<file path="src/rtl/uart_rx_status.sv">
module uart_rx_status #(
  parameter int OSR = 16
) (
  input  logic       clk,
  input  logic       rst_n,
  input  logic       rx_i,
  input  logic       tick_i,
  input  logic [1:0] len_sel_i,
  input  logic       nine_bit_i,
  input  logic       par_en_i,
  input  logic       par_odd_i,
  input  logic       wide_i,
  input  logic       fifo_full_i,
  input  logic       fifo_last_i,
  output logic       fifo_we_o,
  output logic [7:0] fifo_wdata_o
);
  localparam int CW = $clog2(OSR);
  localparam logic [CW-1:0] MID  = CW'(OSR/2 - 1);
  localparam logic [CW-1:0] LAST = CW'(OSR - 1);

  typedef enum logic [2:0] {S_IDLE, S_START, S_DATA, S_PAR, S_STOP, S_WAIT} st_t;
  st_t st;

  logic          rx_m, rx_s;
  logic [CW-1:0] cnt;
  logic [3:0]    bidx;
  logic [8:0]    sh;
  logic          par_bit;
  logic          ovr_q;
  logic          stat_pend, is_stat_q, we_q;
  logic [7:0]    wd_q, stat_q;

  logic [3:0] nbits;
  logic       par_use;
  logic [8:0] aligned;
  logic       pe, fe, brk, room, samp;

  assign nbits    = nine_bit_i ? 4'd9 : 4'd5 + {2'b00, len_sel_i};
  assign par_use  = par_en_i & ~nine_bit_i;
  assign aligned  = sh >> (4'd9 - nbits);
  assign pe       = par_use & ((^aligned) ^ par_odd_i ^ par_bit);
  assign fe       = ~rx_s;
  assign brk      = (aligned == 9'd0) & ~(par_use & par_bit) & ~rx_s;
  assign room     = wide_i ? ~fifo_last_i : ~fifo_full_i;
  assign samp     = tick_i && (cnt == LAST);

  assign fifo_we_o    = we_q;
  assign fifo_wdata_o = wd_q;

  always_ff @(posedge clk or negedge rst_n) begin
    if (!rst_n) begin
      rx_m <= 1'b1;
      rx_s <= 1'b1;
    end else begin
      rx_m <= rx_i;
      rx_s <= rx_m;
    end
  end

  always_ff @(posedge clk or negedge rst_n) begin
    if (!rst_n) begin
      st      <= S_IDLE;
      cnt     <= '0;
      bidx    <= '0;
      sh      <= '0;
      par_bit <= 1'b0;
    end else begin
      case (st)
        S_IDLE: begin
          cnt <= '0;
          if (!rx_s) st <= S_START;
        end
        S_START: if (tick_i) begin
          if (cnt == MID) begin
            cnt  <= '0;
            bidx <= '0;
            st   <= rx_s ? S_IDLE : S_DATA;
          end else begin
            cnt <= cnt + 1'b1;
          end
        end
        S_DATA: if (tick_i) begin
          cnt <= cnt + 1'b1;
          if (samp) begin
            sh   <= {rx_s, sh[8:1]};
            bidx <= bidx + 4'd1;
            if (bidx == nbits - 4'd1) st <= par_use ? S_PAR : S_STOP;
          end
        end
        S_PAR: if (tick_i) begin
          cnt <= cnt + 1'b1;
          if (samp) begin
            par_bit <= rx_s;
            st      <= S_STOP;
          end
        end
        S_STOP: if (tick_i) begin
          cnt <= cnt + 1'b1;
          if (samp) st <= rx_s ? S_IDLE : S_WAIT;
        end
        S_WAIT: if (rx_s) st <= S_IDLE;
        default: st <= S_IDLE;
      endcase
    end
  end

  always_ff @(posedge clk or negedge rst_n) begin
    if (!rst_n) begin
      we_q      <= 1'b0;
      wd_q      <= '0;
      stat_q    <= '0;
      stat_pend <= 1'b0;
      is_stat_q <= 1'b0;
      ovr_q     <= 1'b0;
    end else begin
      we_q      <= stat_pend;
      is_stat_q <= stat_pend;
      stat_pend <= 1'b0;
      if (stat_pend) wd_q <= stat_q;
      if (st == S_STOP && samp) begin
        if (room) begin
          we_q      <= 1'b1;
          is_stat_q <= 1'b0;
          wd_q      <= aligned[7:0];
          stat_pend <= wide_i;
          stat_q    <= {3'b000, brk, ovr_q, fe, pe, aligned[8] & nine_bit_i};
          ovr_q     <= 1'b0;
        end else begin
          ovr_q <= 1'b1;
        end
      end
    end
  end

  p_room_guard_r9: assert property (@(posedge clk) disable iff (!rst_n)
    (fifo_we_o && !is_stat_q) |-> $past(!fifo_full_i));

  p_status_follows_r5: assert property (@(posedge clk) disable iff (!rst_n)
    (fifo_we_o && is_stat_q) |-> $past(fifo_we_o && !is_stat_q));

  p_status_pad_r5: assert property (@(posedge clk) disable iff (!rst_n)
    (fifo_we_o && is_stat_q) |-> (fifo_wdata_o[7:5] == 3'b000));

  p_normal_no_status_r4: assert property (@(posedge clk) disable iff (!rst_n)
    (fifo_we_o && is_stat_q) |-> $past(wide_i, 2));

  p_one_break_r7: assert property (@(posedge clk) disable iff (!rst_n)
    (st == S_WAIT && $past(st == S_WAIT)) |-> !(fifo_we_o && !is_stat_q));

  p_glitch_reject_r8: assert property (@(posedge clk) disable iff (!rst_n)
    (st == S_START && tick_i && cnt == MID && rx_s) |=> (st == S_IDLE && !(fifo_we_o && !is_stat_q)));

  p_wait_high_r6: assert property (@(posedge clk) disable iff (!rst_n)
    (st == S_WAIT && !rx_s) |=> (st == S_WAIT));
endmodule

</file>
<file path="config.mk">
export PLATFORM = sky130hd
export DESIGN_NAME = uart_rx_status
export DESIGN_NICKNAME = d
export VERILOG_FILES = /design/src/rtl/uart_rx_status.sv
export SDC_FILE = /design/constraint.sdc
export NUM_CORES = 1
export LEC_CHECK = 0
export BUFFER_PORTS_ARGS = -buffer_cell sky130_fd_sc_hd__buf_2
export CAP_MARGIN = 20
export CORE_AREA = 2 2 67 69
export CTS_CLUSTER_SIZE = 20
export DETAILED_ROUTE_END_ITERATION = 6
export DIE_AREA = 0 0 69 71
export PLACE_DENSITY = 0.85
export SLEW_MARGIN = 20
export SYNTH_ARGS = -nofsm -noshare
export SYNTH_HDL_FRONTEND = slang
export SYNTH_SLANG_ARGS = --single-unit
</file>
<file path="constraint.sdc">
create_clock -name clk -period 2.8 [get_ports clk]
set_input_delay 0.28 -clock clk [delete_from_list [all_inputs] [get_ports clk]]
set_output_delay 0.28 -clock clk [all_outputs]
set_load 0.01 [all_outputs]
</file>
## Word-level counts from Yosys, hierarchy flattened

Index checks and enable logic that the tools add are counted.

- Flip-flop bits (word level): 39
- Latch bits: 0
- Memory bits (writable): 0
- Bits in read-only memories: 0
- Input bits: 12
- Output and inout port bits: 9
- Word-level logic and storage cells: 99
- Memories kept: 0

- Add/sub/neg operators: 5
- Multiply operators: 0
- Div/mod/pow operators: 0
- $lt $le $gt $ge: 0
- Equality and inequality tests: 20
- Shifts and indexed selects: 1
- Mux-type cells: 34
- Bitwise gates (word level): 13
- Reduce and logical (&&, ||, !) cells: 14

Operators by type and width:

| operator | count |
|---|---|
| $mux W3 | 13 |
| $mux W4 | 8 |
| $mux W8 | 3 |
| $ne A2 B2 Y1 const B | 11 |
| $pmux W3 S6 | 1 |
| $pmux W4 S3 | 1 |
| $reduce_and A11 Y1 | 1 |
| $logic_not A9 Y1 | 1 |
| $reduce_and A3 Y1 | 3 |
| $reduce_xor A9 Y1 | 1 |
| $shr A9 B4 Y9 | 1 |
| $add A4 B1 Y4 const B | 2 |
| $pmux W4 S2 | 1 |
| $and A1 B1 Y1 | 6 |
| $eq A3 B2 Y1 const B | 2 |
| $eq A3 B3 Y1 const B | 2 |
| $mux W1 | 6 |
| $not A1 Y1 | 5 |
| $reduce_and A5 Y1 | 1 |
| $add A3 B2 Y4 const A | 1 |
| $eq A4 B3 Y1 const B | 1 |
| $eq A4 B4 Y1 | 1 |
| $eq A4 B4 Y1 const B | 1 |
| $sub A4 B1 Y4 const B | 1 |
| 11 further kinds | 13 |

## Logic depth before layout (Yosys ltp)

- Word-level depth: 8
- Depth in mapped cells: 14
- Depth with buffers taken out: 13

## Worst setup path before layout

No wires, ideal clock.

- Path kind: in2reg
- From: in len_sel_i[0]
- To: reg stat_q[1]
- Library setup time: 96 ps
- Arrival time: 2683 ps
- Data required time: 2704 ps
- Setup slack: 21 ps
- Stages on the path: 12
- Buffers on the path: 1
- Cells stage by stage: ha_1 nand2b_1 buf_2 ha_1 nor2_1 a32oi_1 ha_1 xnor2_1 xnor2_1 xnor2_1 xnor2_1 o31ai_1

- Word-level cells in the longest chain between the ends: 8

Ends and longest elaborated chain:

| item | line | source |
|---|---|---|
| start, declared | 8 | `input logic [1:0] len_sel_i,` |
| $add A3 B2 Y4 | 39 | `assign nbits = nine_bit_i ? 4'd9 : 4'd5 + {2'b00, len_sel_i};` |
| $mux W4 | 39 |  |
| $sub A4 B4 Y4 | 41 | `assign aligned = sh >> (4'd9 - nbits);` |
| $shr A9 B4 Y9 | 41 |  |
| $reduce_xor A9 Y1 | 42 | `assign pe = par_use & ((^aligned) ^ par_odd_i ^ par_bit);` |
| $xor A1 B1 Y1 (2 in series) | 42 |  |
| $and A1 B1 Y1 | 42 |  |
| end signal, assigned | 127 | `stat_q <= {3'b000, brk, ovr_q, fe, pe, aligned[8] & nine_bit_i};` |
| end, declared | 32 | `logic [7:0] wd_q, stat_q;` |

No other way between the ends.
A chain may end at the register's enable or synchronous reset.

## Worst setup path in the final report

Ends and elaborated chain as after synthesis.

==> summary.md <==
| Metric | Value |
|---|---|
| Status | `complete, no violations` |
| Setup violations, final | `0` |
| DRC | `0` |
| Cell Rows | `24` |
| Die Ht | `71 um` |
| DR pass1 iterations | `4` |
| Final min period | `2.543 ns` |
| RSZ-0062 raised after global routing | `no` |
| Post-DP Area | `0.002600 mm2` |
| Postcts setup bufs | `0` |
| Crit path top cell by count | `xnor2_1` |
| Clock Skew | `0.008751 ns` |
| Post-Syn Instances | `240` |
| Arrival time worst endpoint | `2.74 ns` |
| Startpoint Class | `input pin` |
| Root Driver | `clkbuf_8` |
| Netlist cell types | `47` |
| Syn_area_per_cell | `9.973 um2` |
| Area grow syn2layout | `13.54%` |
| Most numerous cell in the Yosys netlist | `dfrtp_1` |
| First-pass GRT wire length | `8211 um` |
| Top-area cell type share of the netlist area | `38.68%` |
| FILL cells | `340` |
| Vias in the first global route | `1777` |
| Setup TNS | `0 ns` |
| Buf/Inv on CP | `2` |
| Final instance area | `0.002718 mm2` |
| Worst Hold Slack | `0.08272 ns` |
| Largest cells by area after synthesis | `dfrtp_1, mux2_2, ha_1` |
| # port buffers | `20` |
| DR WL/cell | `14.38 um` |
| Fmax | `0.3933 GHz` |
| Routed wire length | `4630 um` |
| CTS Buf Count | `5` |
| Top Ports | `21` |
| GP Congestion | `0.9763` |
| Max-cap violations | `0` |
| Final Hold Fails | `0` |
| Crit path required time | `2.99 ns` |
| Die ar. | `0.004899 mm2` |
| Synth top cells by count | `dfrtp_1, nand2_1, o21ai_0, nor2_1, mux2_2` |
| Clk pin slew, worst setup/hold paths | `0.08 ns` |
| Critical path fanouts, max | `10` |
| Leak pwr | `1.252 nW` |
| Syn Nets | `263` |
| Yosys top cell by area | `dfrtp_1` |
| Post-synth EDFFs | `0` |
| Die X-Extent | `69 um` |
| Core box area | `0.004204 mm2` |
| FF+latch count, synth | `39` |
| Placed wire-length estimate | `3503 um` |
| Pins Over Slew Limit | `0` |
| Vias per cell | `5.786` |
| Sequential area share after synthesis | `40.88%` |
| Crit end category | `flop` |
| Pwr/cell area | `560.6 mW/mm2` |
| Proportion of layout cells with a drive suffix above 1 | `25.19%` |
| Hold_buf cts | `0` |
| Hold WC Path Type | `input pin to flop` |
| Maximum vdd ir drop | `0.3013 mV` |
| Total global routing overflow | `0` |
| Worst slew margin | `43.14%` |
| Async SR Flop Fraction | `100.0%` |
| Total number of vias | `1863` |
| Clk_lat worst skew | `0.30 ns` |
| Synth Flop Type | `dfrtp_1` |
| Clock Path Buffers | `2` |
| Initial DRC count | `97` |
| Global Route Usage Sum | `21.16%` |
| Antenna-violating nets left | `0` |
| Synth Cell Area | `0.002394 mm2` |
| Nets@finish | `292` |
| Largest net degree at the start of global routing | `40` |
| Clock Sinks | `39` |
| Initial Util | `56.93%` |
| Max incr delay on CP | `0.31 ns` |
| Critical-path top delay cell | `ha_1` |
| Initial antenna violation count | `0` |
| Critical path class | `input pin to flop` |
| Crit path max-delay family | `adder cells` |
| Final period utilization | `90.81%` |
| Ys Warns | `0` |
| H-tree depth | `2` |
| Total Power | `1.524 mW` |
| Antenna Diode Count | `0` |
| CP Cell Sequence | `buf_2, ha_1, nand2b_1, buf_4, mux4_1, mux2i_1, nor2_1, a21oi_2, ha_1, xnor2_1, xnor2_1, xnor2_1, xnor2_1, o31ai_1` |
| Slew @ Worst Pin | `0.8529 ns` |
| CTS resizes | `0` |
| CTS tree | `built` |
-- per-layer routing --
layer	track usage, %	wire length [um]
met1	27.19	2088
met2	35.68	2245
met3	4.986	232
met4	6.754	63
met5	0	0
-- cell usage in the layout (no fill, tap or decap), types with 3 or more instances in the layout --
master and instances:
mux2_2 17, nand2b_1 8, nor2b_1 5, mux2i_1 5, buf_2 20, dfrtp_1 37, a21oi_1 10, nor3b_1 3
clkbuf_8 6, inv_1 6, buf_4 12, a211oi_1 3, o21ai_1 3, o21ai_0 21, nor2_1 18, xnor2_1 8
nand3b_1 4, ha_1 11, nand2_1 26, nand3_1 7
-- path summary, 6_finish.rpt --
check / slack (ns) / startpoint / cells past startpoint / endpoint
max: 0.26 / len_sel_i[0] / 14 / stat_q[1]
min: 0.08 / rx_i / 1 / rx_m
max reg2reg: 0.34 / sh[2] / 10 / stat_q[1]
min reg2reg: 0.36 / rx_m / 0 / rx_s
max in group asynchronous: 2.18 / rst_n / 1 / bidx[1]
min in group asynchronous: 0.09 / rst_n / 1 / fifo_we_o
-- registers in the layout, summed over array words and instances (netlist names) --
register	flops
sh	9
fifo_wdata_o	8
stat_q	5
bidx	4
cnt	4
st	3
fifo_we_o	1
ovr_q	1
par_bit	1
rx_m	1
rx_s	1
stat_pend	1
-- where the power goes --
| part | total, mW | internal (mW) | switching (mW) |
|---|---|---|---|
| registers | 0.653 | 0.598 | 0.0545 |
| clock network | 0.489 | 0.288 | 0.200 |
| logic | 0.382 | 0.163 | 0.219 |
| total | 1.52 | 1.05 | 0.473 |
-- worst register-to-register path, stage by stage, from the launching register on --
cell	delay, ns
dfrtp_1	0.42
mux4_1	0.54
mux2i_1	0.14
nor2_1	0.06
a21oi_2	0.15
ha_1	0.26
xnor2_1	0.14
xnor2_1	0.18
xnor2_1	0.16
xnor2_1	0.09
o31ai_1	0.22
-- layout make-up --
cell class	count	area [um2]	area share, %
clock buffer	6	82.58	3.039
clock inverter	2	35.03	1.289
inverter	7	31.28	1.151
multi-input combinational	184	1335	49.13
sequential	39	978.4	36.00
tap	52	65.06	2.394
timing repair buffer	32	190.2	6.998
-- through the flow --
stage	std cells	setup WS, ns	util (%)
4_1_cts	322	0.2445	64.64
2_1_floorplan	240	0.02118	-
3_5_place_dp	314	-0.06171	61.85
3_3_place_gp	314	0.06943	61.85
5_1_grt	322	0.06528	64.64
6_report	322	0.2573	64.64
-- cells by family (layout without fill, tap and decap cells) --
kind of cell | after synthesis | after routing | share of synthesized area [%]
AO/OA/AOI/OAI | 53 | 53 | 13.90
XOR/XNOR | 11 | 11 | 4.339
adder cells (fa/ha/maj) | 12 | 12 | 6.168
buffers and inverters | 17 | 47 | 3.345
flip-flops | 39 | 39 | 40.88
multiplexers | 28 | 28 | 15.11
AND/OR/NAND/NOR | 80 | 80 | 16.26
Power figures use the tool's default switching activity.
